<file path="src/rtl/muldiv_pkg.sv">
`timescale 1ns/1ps
package muldiv_pkg;

    localparam int unsigned MD_W       = 8;
    localparam int unsigned MD_MUL_LAT = 9;
    localparam int unsigned MD_DIV_LAT = 12;
    localparam int unsigned MD_STEPS   = 2;

    typedef enum logic {
        OP_MUL = 1'b0,
        OP_DIV = 1'b1
    } md_op_e;

    typedef struct packed {
        logic n;
        logic z;
        logic v;
        logic h;
    } md_flags_t;

    function automatic int unsigned md_iters(input int unsigned bits, input int unsigned steps);
        return (bits + steps - 1) / steps;
    endfunction

endpackage

</file>
<file path="src/rtl/md_seq.sv">
`timescale 1ns/1ps
module md_seq
    import muldiv_pkg::*;
#(
    parameter int unsigned MUL_LAT   = MD_MUL_LAT,
    parameter int unsigned DIV_LAT   = MD_DIV_LAT,
    parameter int unsigned MUL_ITERS = 4,
    parameter int unsigned DIV_ITERS = 8
) (
    input  logic   clk,
    input  logic   rst,
    input  logic   start_i,
    input  md_op_e op_i,
    output logic   load_o,
    output logic   step_o,
    output logic   capture_o,
    output logic   done_o,
    output md_op_e op_o
);
    localparam int unsigned MAX_LAT = (MUL_LAT > DIV_LAT) ? MUL_LAT : DIV_LAT;
    localparam int unsigned CW      = $clog2(MAX_LAT + 1);

    logic          busy_q;
    logic          done_q;
    logic [CW-1:0] cnt_q;
    md_op_e        op_q;
    logic [CW-1:0] cap_at;
    logic [CW-1:0] iter_lim;

    always_comb begin
        cap_at   = (op_q == OP_DIV) ? CW'(DIV_LAT - 2)  : CW'(MUL_LAT - 2);
        iter_lim = (op_q == OP_DIV) ? CW'(DIV_ITERS)    : CW'(MUL_ITERS);
    end

    assign load_o    = start_i && !busy_q;
    assign step_o    = busy_q && (cnt_q < iter_lim);
    assign capture_o = busy_q && !done_q && (cnt_q == cap_at);
    assign done_o    = done_q;
    assign op_o      = op_q;

    always_ff @(posedge clk) begin
        if (rst) begin
            busy_q <= 1'b0;
            done_q <= 1'b0;
            cnt_q  <= '0;
            op_q   <= OP_MUL;
        end else begin
            done_q <= capture_o;
            if (load_o) begin
                busy_q <= 1'b1;
                cnt_q  <= '0;
                op_q   <= op_i;
            end else if (busy_q) begin
                cnt_q <= cnt_q + 1'b1;
                if (done_q) begin
                    busy_q <= 1'b0;
                end
            end
        end
    end
endmodule

</file>
<file path="src/rtl/md_mul_engine.sv">
`timescale 1ns/1ps
module md_mul_engine #(
    parameter int unsigned W     = 8,
    parameter int unsigned STEPS = 2
) (
    input  logic           clk,
    input  logic           rst,
    input  logic           load_i,
    input  logic           step_i,
    input  logic [W-1:0]   y_i,
    input  logic [W-1:0]   a_i,
    output logic [2*W-1:0] prod_o
);
    localparam int unsigned PW = 2 * W;

    logic [PW-1:0] acc_q, mcand_q;
    logic [W-1:0]  mplier_q;

    logic [PW-1:0] acc_c   [0:STEPS];
    logic [PW-1:0] mcand_c [0:STEPS];
    logic [W-1:0]  mplier_c[0:STEPS];

    assign acc_c[0]    = acc_q;
    assign mcand_c[0]  = mcand_q;
    assign mplier_c[0] = mplier_q;

    for (genvar s = 0; s < STEPS; s++) begin : g_step
        assign acc_c[s+1]    = mplier_c[s][0] ? (acc_c[s] + mcand_c[s]) : acc_c[s];
        assign mcand_c[s+1]  = {mcand_c[s][PW-2:0], 1'b0};
        assign mplier_c[s+1] = {1'b0, mplier_c[s][W-1:1]};
    end

    always_ff @(posedge clk) begin
        if (rst) begin
            acc_q    <= '0;
            mcand_q  <= '0;
            mplier_q <= '0;
        end else if (load_i) begin
            acc_q    <= '0;
            mcand_q  <= {{W{1'b0}}, y_i};
            mplier_q <= a_i;
        end else if (step_i) begin
            acc_q    <= acc_c[STEPS];
            mcand_q  <= mcand_c[STEPS];
            mplier_q <= mplier_c[STEPS];
        end
    end

    assign prod_o = acc_q;
endmodule

</file>
<file path="src/rtl/md_div_engine.sv">
`timescale 1ns/1ps
module md_div_engine #(
    parameter int unsigned W     = 8,
    parameter int unsigned STEPS = 2
) (
    input  logic         clk,
    input  logic         rst,
    input  logic         load_i,
    input  logic         step_i,
    input  logic [W-1:0] y_i,
    input  logic [W-1:0] a_i,
    input  logic [W-1:0] x_i,
    output logic [W-1:0] a_res_o,
    output logic [W-1:0] y_res_o,
    output logic         h_o,
    output logic         v_o
);
    localparam int unsigned DW = 2 * W;
    localparam int unsigned NB = W / 2;

    logic [DW-1:0] quo_q;
    logic [W:0]    rem_q;
    logic [W:0]    dvs_q;
    logic [W-1:0]  x_q;
    logic          fold_q, h_q, v_q;

    // operand remapping at load
    logic          fold_ld;
    logic [DW-1:0] ya_ld;
    logic [DW:0]   shifted_x;
    logic [DW:0]   diff_ld;
    logic [DW-1:0] dvd_ld;
    logic [W:0]    dvs_ld;

    always_comb begin
        ya_ld     = {y_i, a_i};
        fold_ld   = ({1'b0, y_i} >= {x_i, 1'b0});
        shifted_x = {x_i, {(W+1){1'b0}}};
        diff_ld   = {1'b0, ya_ld} - shifted_x;
        dvd_ld    = fold_ld ? diff_ld[DW-1:0] : ya_ld;
        dvs_ld    = fold_ld ? ({1'b1, {W{1'b0}}} - {1'b0, x_i}) : {1'b0, x_i};
    end

    // restoring division chain, STEPS bits per cycle
    logic [DW-1:0] quo_c[0:STEPS];
    logic [W:0]    rem_c[0:STEPS];

    assign quo_c[0] = quo_q;
    assign rem_c[0] = rem_q;

    for (genvar s = 0; s < STEPS; s++) begin : g_step
        logic [W+1:0] trial;
        logic         fits;
        logic [W:0]   sub;
        assign trial      = {rem_c[s], quo_c[s][DW-1]};
        assign fits       = (trial >= {1'b0, dvs_q});
        assign sub        = trial[W:0] - dvs_q;
        assign rem_c[s+1] = fits ? sub : trial[W:0];
        assign quo_c[s+1] = {quo_c[s][DW-2:0], fits};
    end

    always_ff @(posedge clk) begin
        if (rst) begin
            quo_q  <= '0;
            rem_q  <= '0;
            dvs_q  <= '0;
            x_q    <= '0;
            fold_q <= 1'b0;
            h_q    <= 1'b0;
            v_q    <= 1'b0;
        end else if (load_i) begin
            quo_q  <= dvd_ld;
            rem_q  <= '0;
            dvs_q  <= dvs_ld;
            x_q    <= x_i;
            fold_q <= fold_ld;
            h_q    <= (y_i[NB-1:0] >= x_i[NB-1:0]);
            v_q    <= (y_i >= x_i);
        end else if (step_i) begin
            quo_q <= quo_c[STEPS];
            rem_q <= rem_c[STEPS];
        end
    end

    // folded range: quotient bits inverted, X added to the remainder
    always_comb begin
        if (fold_q) begin
            a_res_o = ~quo_q[W-1:0];
            y_res_o = x_q + rem_q[W-1:0];
        end else begin
            a_res_o = quo_q[W-1:0];
            y_res_o = rem_q[W-1:0];
        end
    end

    assign h_o = h_q;
    assign v_o = v_q;

    logic unused_ok;
    assign unused_ok = ^{quo_q[DW-1:W], rem_q[W]};
endmodule

</file>
<file path="src/rtl/muldiv_unit.sv">
`timescale 1ns/1ps
module muldiv_unit
    import muldiv_pkg::*;
#(
    parameter int unsigned W       = MD_W,
    parameter int unsigned MUL_LAT = MD_MUL_LAT,
    parameter int unsigned DIV_LAT = MD_DIV_LAT,
    parameter int unsigned STEPS   = MD_STEPS
) (
    input  logic         clk,
    input  logic         rst,
    input  logic         start_i,
    input  logic         op_div_i,
    input  logic [W-1:0] y_i,
    input  logic [W-1:0] a_i,
    input  logic [W-1:0] x_i,
    output logic [W-1:0] a_o,
    output logic [W-1:0] y_o,
    output logic         flag_n_o,
    output logic         flag_z_o,
    output logic         flag_v_o,
    output logic         flag_h_o,
    output logic         done_o
);
    localparam int unsigned MUL_ITERS = md_iters(W, STEPS);
    localparam int unsigned DIV_ITERS = md_iters(2 * W, STEPS);

    logic          load, step, capture;
    md_op_e        op_run;
    logic [2*W-1:0] prod;
    logic [W-1:0]  div_a, div_y;
    logic          div_h, div_v;

    md_seq #(
        .MUL_LAT  (MUL_LAT),
        .DIV_LAT  (DIV_LAT),
        .MUL_ITERS(MUL_ITERS),
        .DIV_ITERS(DIV_ITERS)
    ) u_seq (
        .clk      (clk),
        .rst      (rst),
        .start_i  (start_i),
        .op_i     (op_div_i ? OP_DIV : OP_MUL),
        .load_o   (load),
        .step_o   (step),
        .capture_o(capture),
        .done_o   (done_o),
        .op_o     (op_run)
    );

    md_mul_engine #(.W(W), .STEPS(STEPS)) u_mul (
        .clk   (clk),
        .rst   (rst),
        .load_i(load),
        .step_i(step && (op_run == OP_MUL)),
        .y_i   (y_i),
        .a_i   (a_i),
        .prod_o(prod)
    );

    md_div_engine #(.W(W), .STEPS(STEPS)) u_div (
        .clk    (clk),
        .rst    (rst),
        .load_i (load),
        .step_i (step && (op_run == OP_DIV)),
        .y_i    (y_i),
        .a_i    (a_i),
        .x_i    (x_i),
        .a_res_o(div_a),
        .y_res_o(div_y),
        .h_o    (div_h),
        .v_o    (div_v)
    );

    logic [W-1:0] a_q, y_q;
    md_flags_t    flags_q, flags_d;
    logic [W-1:0] a_d, y_d;

    always_comb begin
        flags_d = flags_q;
        if (op_run == OP_DIV) begin
            a_d       = div_a;
            y_d       = div_y;
            flags_d.n = div_a[W-1];
            flags_d.z = (div_a == '0);
            flags_d.v = div_v;
            flags_d.h = div_h;
        end else begin
            a_d       = prod[W-1:0];
            y_d       = prod[2*W-1:W];
            flags_d.n = prod[2*W-1];
            flags_d.z = (prod == '0);
        end
    end

    always_ff @(posedge clk) begin
        if (rst) begin
            a_q     <= '0;
            y_q     <= '0;
            flags_q <= '0;
        end else if (capture) begin
            a_q     <= a_d;
            y_q     <= y_d;
            flags_q <= flags_d;
        end
    end

    assign a_o      = a_q;
    assign y_o      = y_q;
    assign flag_n_o = flags_q.n;
    assign flag_z_o = flags_q.z;
    assign flag_v_o = flags_q.v;
    assign flag_h_o = flags_q.h;
endmodule

</file>
<file path="config.mk">
export PLATFORM = sky130hd
export DESIGN_NAME = muldiv_unit
export DESIGN_NICKNAME = d
export VERILOG_FILES = /design/src/rtl/muldiv_pkg.sv /design/src/rtl/md_seq.sv /design/src/rtl/md_mul_engine.sv /design/src/rtl/md_div_engine.sv /design/src/rtl/muldiv_unit.sv
export SDC_FILE = /design/constraint.sdc
export NUM_CORES = 1
export LEC_CHECK = 0
export ABC_AREA = 1
export BUFFER_PORTS_ARGS = -buffer_cell sky130_fd_sc_hd__buf_2
export CORE_ASPECT_RATIO = 1.4
export CORE_MARGIN = 2
export CORE_UTILIZATION = 57
export DETAILED_ROUTE_END_ITERATION = 8
export GPL_TIMING_DRIVEN = 0
export PLACE_DENSITY_LB_ADDON = 0.12
export REMOVE_ABC_BUFFERS = 1
export SLEW_MARGIN = 15
export SYNTH_ARGS = -nofsm -noshare
export SYNTH_HDL_FRONTEND = slang
export SYNTH_SLANG_ARGS = --single-unit
</file>
<file path="constraint.sdc">
create_clock -name clk -period 3 [get_ports clk]
set_input_delay 0.3 -clock clk [delete_from_list [all_inputs] [get_ports clk]]
set_output_delay 0.3 -clock clk [all_outputs]
set_load 0.005 [all_outputs]
</file>
==> flow_summary.yaml, run 1 <==
drt:
  post_drt_via_cell_ratio: 5.994
  drc: 0
  drt_iter0_drc: 831
  wl_um: 30250
  firstDrtPassIters: 6
  wire_per_inst_um: 18.57
  vias: 9764
  postRouteAntennaNets: 0
clock_tree:
  cts_root_buf: "clkbuf_16"
  cts_tree: "built"
  clockBufferDepth: 2
  numCtsBuffers: 9
  clk_latency_ns: 0.36
  htreeDepth: 3
  clk_pin_slew_ns: 0.08
  hold_buffers: 0
  clock-sinks: 111
yosys:
  seq_area_frac_synth_pct: 25.41
  yosys.area.top_type: "dfxtp_1"
  netlist_top_cells_count: "387 x nand2_1, 168 x inv_1, 111 x dfxtp_1"
  synth_area_leaders: "dfxtp_1 25%, nand2_1 17%, ha_1 11%"
  synthDominantCellAreaShare_pct: 25.41
  yosysMostFrequentCell: "nand2_1"
  async_reset_ff_share_pct: 0
  synth_flop_cell: "dfxtp_1"
  synth_edf_count: 0
  synth.distinct_cells: 52
  avgSynthCellArea_um2: 6.421
  synth_cells: 1362
  syn-cell-area_um2: 8746
  ys_ff_latch: 111
  ys_warn_count: 0
power:
  p_sw_w: 0.002265
  swShare_pct: 41.22
  leakagePower_nw: 5.104
  p_int_w: 0.003230
  seqPwrFrac_pct: 30.1
  p_clk_share_pct: 22.1
  peakVddDrop_uv: 610.9
  pwr-share-comb_pct: 47.8
  power.density_nw_per_um2: 496.7
global_routing:
  grt_max_degree: 44
  grt_pass1_wl_um: 45170
  antenna_found_initial: 0
  gr-usage-all-layers_pct: 35.52
  gr-total-overflow: 0
  grt_pass1_vias: 9188
sta:
  timing.final.ws_setup_ns: -0.3409
  setup_violations: 15
  skew_ns: 0.01406
  hold_viol: 0
  fmax_mhz: 299.3
  rsz0062_at_grt: "true"
  slew_headroom_pct: 31.90
  min_period_over_period_pct: 111.4
  tightestPinTransition_ns: 1.015
  drv_slew: 0
  min_period_ns: 3.341
  hold_slack_ns: 0.2062
critical_path:
  critPathSlowestCell: "fa_2"
  critical_path.top_delay_family: "simple AND/OR/NAND/NOR gates"
  max_stage_delay_ns: 0.36
  crit_path_end_kind: "register"
  cp.required_ns: 3.24
  cp_max_fo: 7
  crit_top_cell: "nand2_2"
  critical_path_class: "reg2reg"
  crit_arrival_ns: 3.58
  cp-start-kind: "register"
  path_cells: "inv_2 > ha_4 > nand2_2 > nor2_2 > nand3_2 > nand2_4 > nor2_4 > nand2_8 > buf_8 > nand2_2 > o21ai_4 > inv_2 > fa_2 > nand3_1 > nand2_1 > nand2_1 > nand2_2 > a21oi_4 > buf_12 > nand3_4 > a21oi_4 > a21oi_2"
  crit_buf_inv: 4
placement:
  dp.cells: 1558
  pre_cts_slack_ns: -0.8179
  gp_congestion: 0.9475
  place_hpwl_um: 19580
  port_buffers: 48
  dpl-instance-area_um2: 9034
die:
  dieHeight_um: 150.6
  num_io_pins: 49
  fp.dieW_um: 108.7
  coreArea_um2: 14990
  initial_core_util_pct: 58.36
  die-area_um2: 16360
  num_rows: 53
cells_and_area:
  synthToLayoutAreaGrowth_pct: 26.49
  instances_no_fill: 1629
  drive_above_1_share_pct: 28.60
  seq_area_um2: 2326
  design_area_um2: 11060
  n_fill_cell: 1187
  antenna_cells: 0
  multi_input_area_um2: 6820
  final_nets: 1540
run:
  cap_viol_max_count: 0
min_path:
  min_path_type: "in2reg"
outcome:
  status: "finished, violations left"
  violations: "negative setup slack"
[registers in the layout (all words and copies together), names as in the netlist, 4 cells and up]
signal,count
u_mul.mplier_q,8
u_div.rem_q,9
u_div.dvs_q,8
y_o,8
u_div.x_q,8
u_mul.prod_o,16
u_mul.mcand_q,16
u_div.quo_q,16
u_seq.cnt_q,4
a_o,8
[per-layer routing]
layer  global-route usage [%]  wire [um]  vias up
met5                        0          0        -
met4                    23.53       2377        0
met3                    4.675       2339      157
met2                    62.50      14720      514
met1                    39.41      10820     4460
li1                         -          -     4633
[worst min-delay path, stage by stage]
cell,delay [ns]
buf_2,0.09
nand2_1,0.05
o21ai_1,0.07
[worst paths after layout]
path,slack [ns],end,depth (start not counted),from
min reg2reg,0.47,u_mul.mplier_q[7]$_SDFFE_PP0P_,2,u_mul.mplier_q[7]$_SDFFE_PP0P_
max,-0.34,u_div.rem_q[4]$_SDFFE_PP0P_,22,u_div.dvs_q[6]$_SDFFE_PP0P_
min,0.21,u_seq.op_o$_SDFFE_PP0P_,3,op_div_i
max reg2reg,-0.34,u_div.rem_q[4]$_SDFFE_PP0P_,22,u_div.dvs_q[6]$_SDFFE_PP0P_
[layout make-up]
cell class / instances / share of cell area (%)
Multi-Input combinational cell: 1029 / 61.65
Timing Repair inverter: 2 / 0.1131
Inverter: 181 / 6.367
Clock buffer: 10 / 2.160
Tap cell: 192 / 2.171
Sequential cell: 111 / 21.02
Timing Repair Buffer: 98 / 5.960
Clock inverter: 6 / 0.5542
[repair_timing]
item                                    CTS  global route
pin swaps                                28            84
endpoints found under the setup margin   92            45
gates resized for setup                 147           184
gates cloned                              5             1
buffers inserted                         28            21
[stage by stage]
step | util [%] | power (W) | setup TNS, ns
final | 73.82 | 0.005495 | -3.297
after global routing | 73.82 | 0.005767 | -5.492
after global placement | 60.06 | 0.003353 | -75.09
after CTS | 68.15 | 0.005159 | -1.571
after floorplan | - | 0.003001 | -0.1024
after detailed placement | 60.28 | 0.003388 | -44.43
[logic make-up after synthesis]
family,count (synthesis),synth area share [%]
AO/OA/AOI/OAI,255,16.58
XOR/XNOR,33,3.305
adder cells (fa/ha/maj),80,11.96
buffers and inverters,226,10.34
flip-flops,111,25.41
AND/OR/NAND/NOR,657,32.40
[placed cells by master (no fill, tap or decap), types with 16 or more instances in the layout]
cell,instances
nor3_1,19
inv_1,142
inv_2,29
nand4_1,19
buf_2,48
nand2_1,325
nand3_1,64
buf_4,46
a21oi_1,83
xnor2_1,16
nand2_4,17
ha_1,35
dfxtp_4,21
nand3_2,28
nor2_1,81
a21oi_2,19
o21ai_0,69
ha_4,37
dfxtp_2,20
xor2_1,16
nand2_2,53
a31oi_1,25
dfxtp_1,70
[power by group through the flow]
| stage | sequential [W] | clock, W | combinational (W) |
|---|---|---|---|
| CTS | 0.00164 | 0.00122 | 0.00229 |
| finish | 0.00165 | 0.00121 | 0.00263 |
| floorplan | 0.00163 | 0 | 0.00137 |
| global route | 0.00166 | 0.00128 | 0.00283 |
| detailed placement | 0.00167 | 0 | 0.00172 |
| global placement | 0.00167 | 0 | 0.00169 |
Note: power is estimated with default switching activity, not from simulation.
==> run 2, diff against run 1 <==
- CELL_PAD_IN_SITES_DETAIL_PLACEMENT: unset -> 1
- CELL_PAD_IN_SITES_GLOBAL_PLACEMENT: unset -> 1
- CORE_UTILIZATION: 57 -> 40
==> run 2 against run 1 <==
Effect of this change:
- cell count increased by 7.4%
- sequential power about the same
- power increased by 8.7%
- global-route usage decreased by 5.7 points
- highest routed layer unchanged
- sequential cell count unchanged
- critical path depth decreased by 1
- the run still ends with negative setup slack left
- critical endpoint is now u_div.rem_q[0]$_SDFFE_PP0P_
- register-to-register slack about the same
- final area increased by 3.1%
- critical path type unchanged
==> flow_summary.yaml, run 2 (synthesized netlist as in run 1, its figures left out) <==
outcome:
  status: "finished, violations left"
  violations: "negative setup slack"
global_routing:
  gr-total-overflow: 0
  grt_use_met1_pct: 31.13
  grt_max_degree: 44
  antenna_found_initial: 0
  grt_pass1_vias: 10210
  grt_pass1_wl_um: 52990
  busiest_layer: "met2"
  use_met3_pct: 2.954
  met2_usage_pct: 58.58
  gr-usage-all-layers_pct: 29.80
die:
  num_rows: 64
  dieHeight_um: 179.0
  die-area_um2: 23080
  num_io_pins: 49
  coreArea_um2: 21700
  initial_core_util_pct: 40.30
  fp.dieW_um: 129.0
sta:
  rsz0062_at_grt: "true"
  setup_violations: 12
  slew_headroom_pct: 26.19
  min_period_over_period_pct: 111.7
  drv_slew: 0
  skew_ns: 0.01465
  fmax_mhz: 298.4
  hold_slack_ns: 0.1660
  hold_viol: 0
  min_period_ns: 3.351
  tightestPinTransition_ns: 1.100
  timing.final.ws_setup_ns: -0.3514
  tns_ns: -2.888
critical_path:
  max_stage_delay_ns: 0.34
  cp.required_ns: 3.23
  cp_max_fo: 7
  cp-start-kind: "register"
  critPathSlowestCell: "dfxtp_2"
  path_cells: "inv_2 > ha_4 > nand2_1 > a21oi_1 > nor2_4 > buf_12 > nand2_8 > nand2_1 > o21ai_2 > inv_2 > ha_4 > a21oi_2 > nand2_2 > nand2_2 > nand2_2 > a21oi_4 > nand2_4 > nor2_4 > nand2_1 > nand3_2 > a21oi_2"
  critical_path_class: "reg2reg"
  crit_arrival_ns: 3.58
  crit_path_end_kind: "register"
cells_and_area:
  drive_above_1_share_pct: 30.01
  final_nets: 1556
  antenna_cells: 0
  synthToLayoutAreaGrowth_pct: 30.40
  n_fill_cell: 2761
  final_common_cell: "nand2_1"
  layout_common_cells: "322 x nand2_1, 141 x inv_1, 86 x a21oi_1"
  instances_no_fill: 1750
placement:
  port_buffers: 48
  gp_congestion: 0.9157
  place_hpwl_um: 23450
  pre_cts_slack_ns: -1.189
  dp.cells: 1663
drt:
  post_drt_via_cell_ratio: 5.555
  drc: 0
  drt_iter0_drc: 438
  firstDrtPassIters: 5
  wl_um: 35480
  postRouteAntennaNets: 0
  vias: 9722
  wire_per_inst_um: 20.27
power:
  peakVddDrop_uv: 568.6
  leakagePower_nw: 5.166
  power.density_nw_per_um2: 523.8
clock_tree:
  htreeDepth: 3
  clock-sinks: 111
  cts_root_buf: "clkbuf_16"
  numCtsBuffers: 9
  clk_pin_slew_ns: 0.09
  clk_latency_ns: 0.38
  cts_tree: "built"
  clockBufferDepth: 2
min_path:
  min_path_type: "in2reg"
run:
  cap_viol_max_count: 0
[run 2: metrics by stage]
step                instance area [um2]  total power (W)  util [%]
finish                            11400         0.005973     52.55
CTS                               10580         0.005366     48.75
detailed placement                 9165         0.003477     42.23
global route                      11400         0.006281     52.55
floorplan                          8521         0.003001         -
global placement                   9133         0.003419     42.08
[run 2: per-layer routing]
metal | wire (um) | share of wire [%]
met1 | 13410 | 38
met2 | 19120 | 54
met3 | 1016 | 2.9
met4 | 1927 | 5.4
met5 | 0 | 0
[run 2: cell type report]
| type | instances | area (um2) | share of cell area (%) |
|---|---|---|---|
| timing repair buffer | 115 | 823.3 | 7.219 |
| tap | 297 | 371.6 | 3.258 |
| timing repair inverter | 2 | 12.51 | 0.1097 |
| multi-input combinational | 1028 | 6867 | 60.21 |
| clock buffer | 9 | 225.2 | 1.975 |
| sequential | 111 | 2316 | 20.31 |
| clock inverter | 7 | 83.83 | 0.7351 |
| inverter | 181 | 705.7 | 6.188 |
[run 2: timing repair]
action	4_1_cts	5_1_grt
gates resized for setup	191	150
hold buffers	0	0
pin swaps	51	65
setup endpoints to repair	95	41
gates cloned	5	0
buffers inserted	34	32
[run 2: path summary, 6_finish.rpt]
check,startpoint,endpoint,slack (ns),cells past startpoint
max,u_div.dvs_q[7]$_SDFFE_PP0P_,u_div.rem_q[0]$_SDFFE_PP0P_,-0.35,21
min,op_div_i,u_seq.op_o$_SDFFE_PP0P_,0.17,3
max reg2reg,u_div.dvs_q[7]$_SDFFE_PP0P_,u_div.rem_q[0]$_SDFFE_PP0P_,-0.35,21
min reg2reg,u_mul.mplier_q[6]$_SDFFE_PP0P_,u_mul.mplier_q[6]$_SDFFE_PP0P_,0.47,2
[run 2: where the power goes]
part	leakage, nW	switching [W]	internal, W	total [W]
sequential	0.928	0.000113	0.00154	0.00166
clock	0.149	0.000686	0.000598	0.00128
combinational	4.09	0.00176	0.00127	0.00303
[run 2: critical path: cells and delay by family (launching register included)]
kind	cells	cell delay, ns
AO/OA/AOI/OAI	5	0.83
buffers and inverters	3	0.31
adder cells (fa/ha/maj)	2	0.57
AND/OR/NAND/NOR	11	1.11
flip-flops	1	0.34
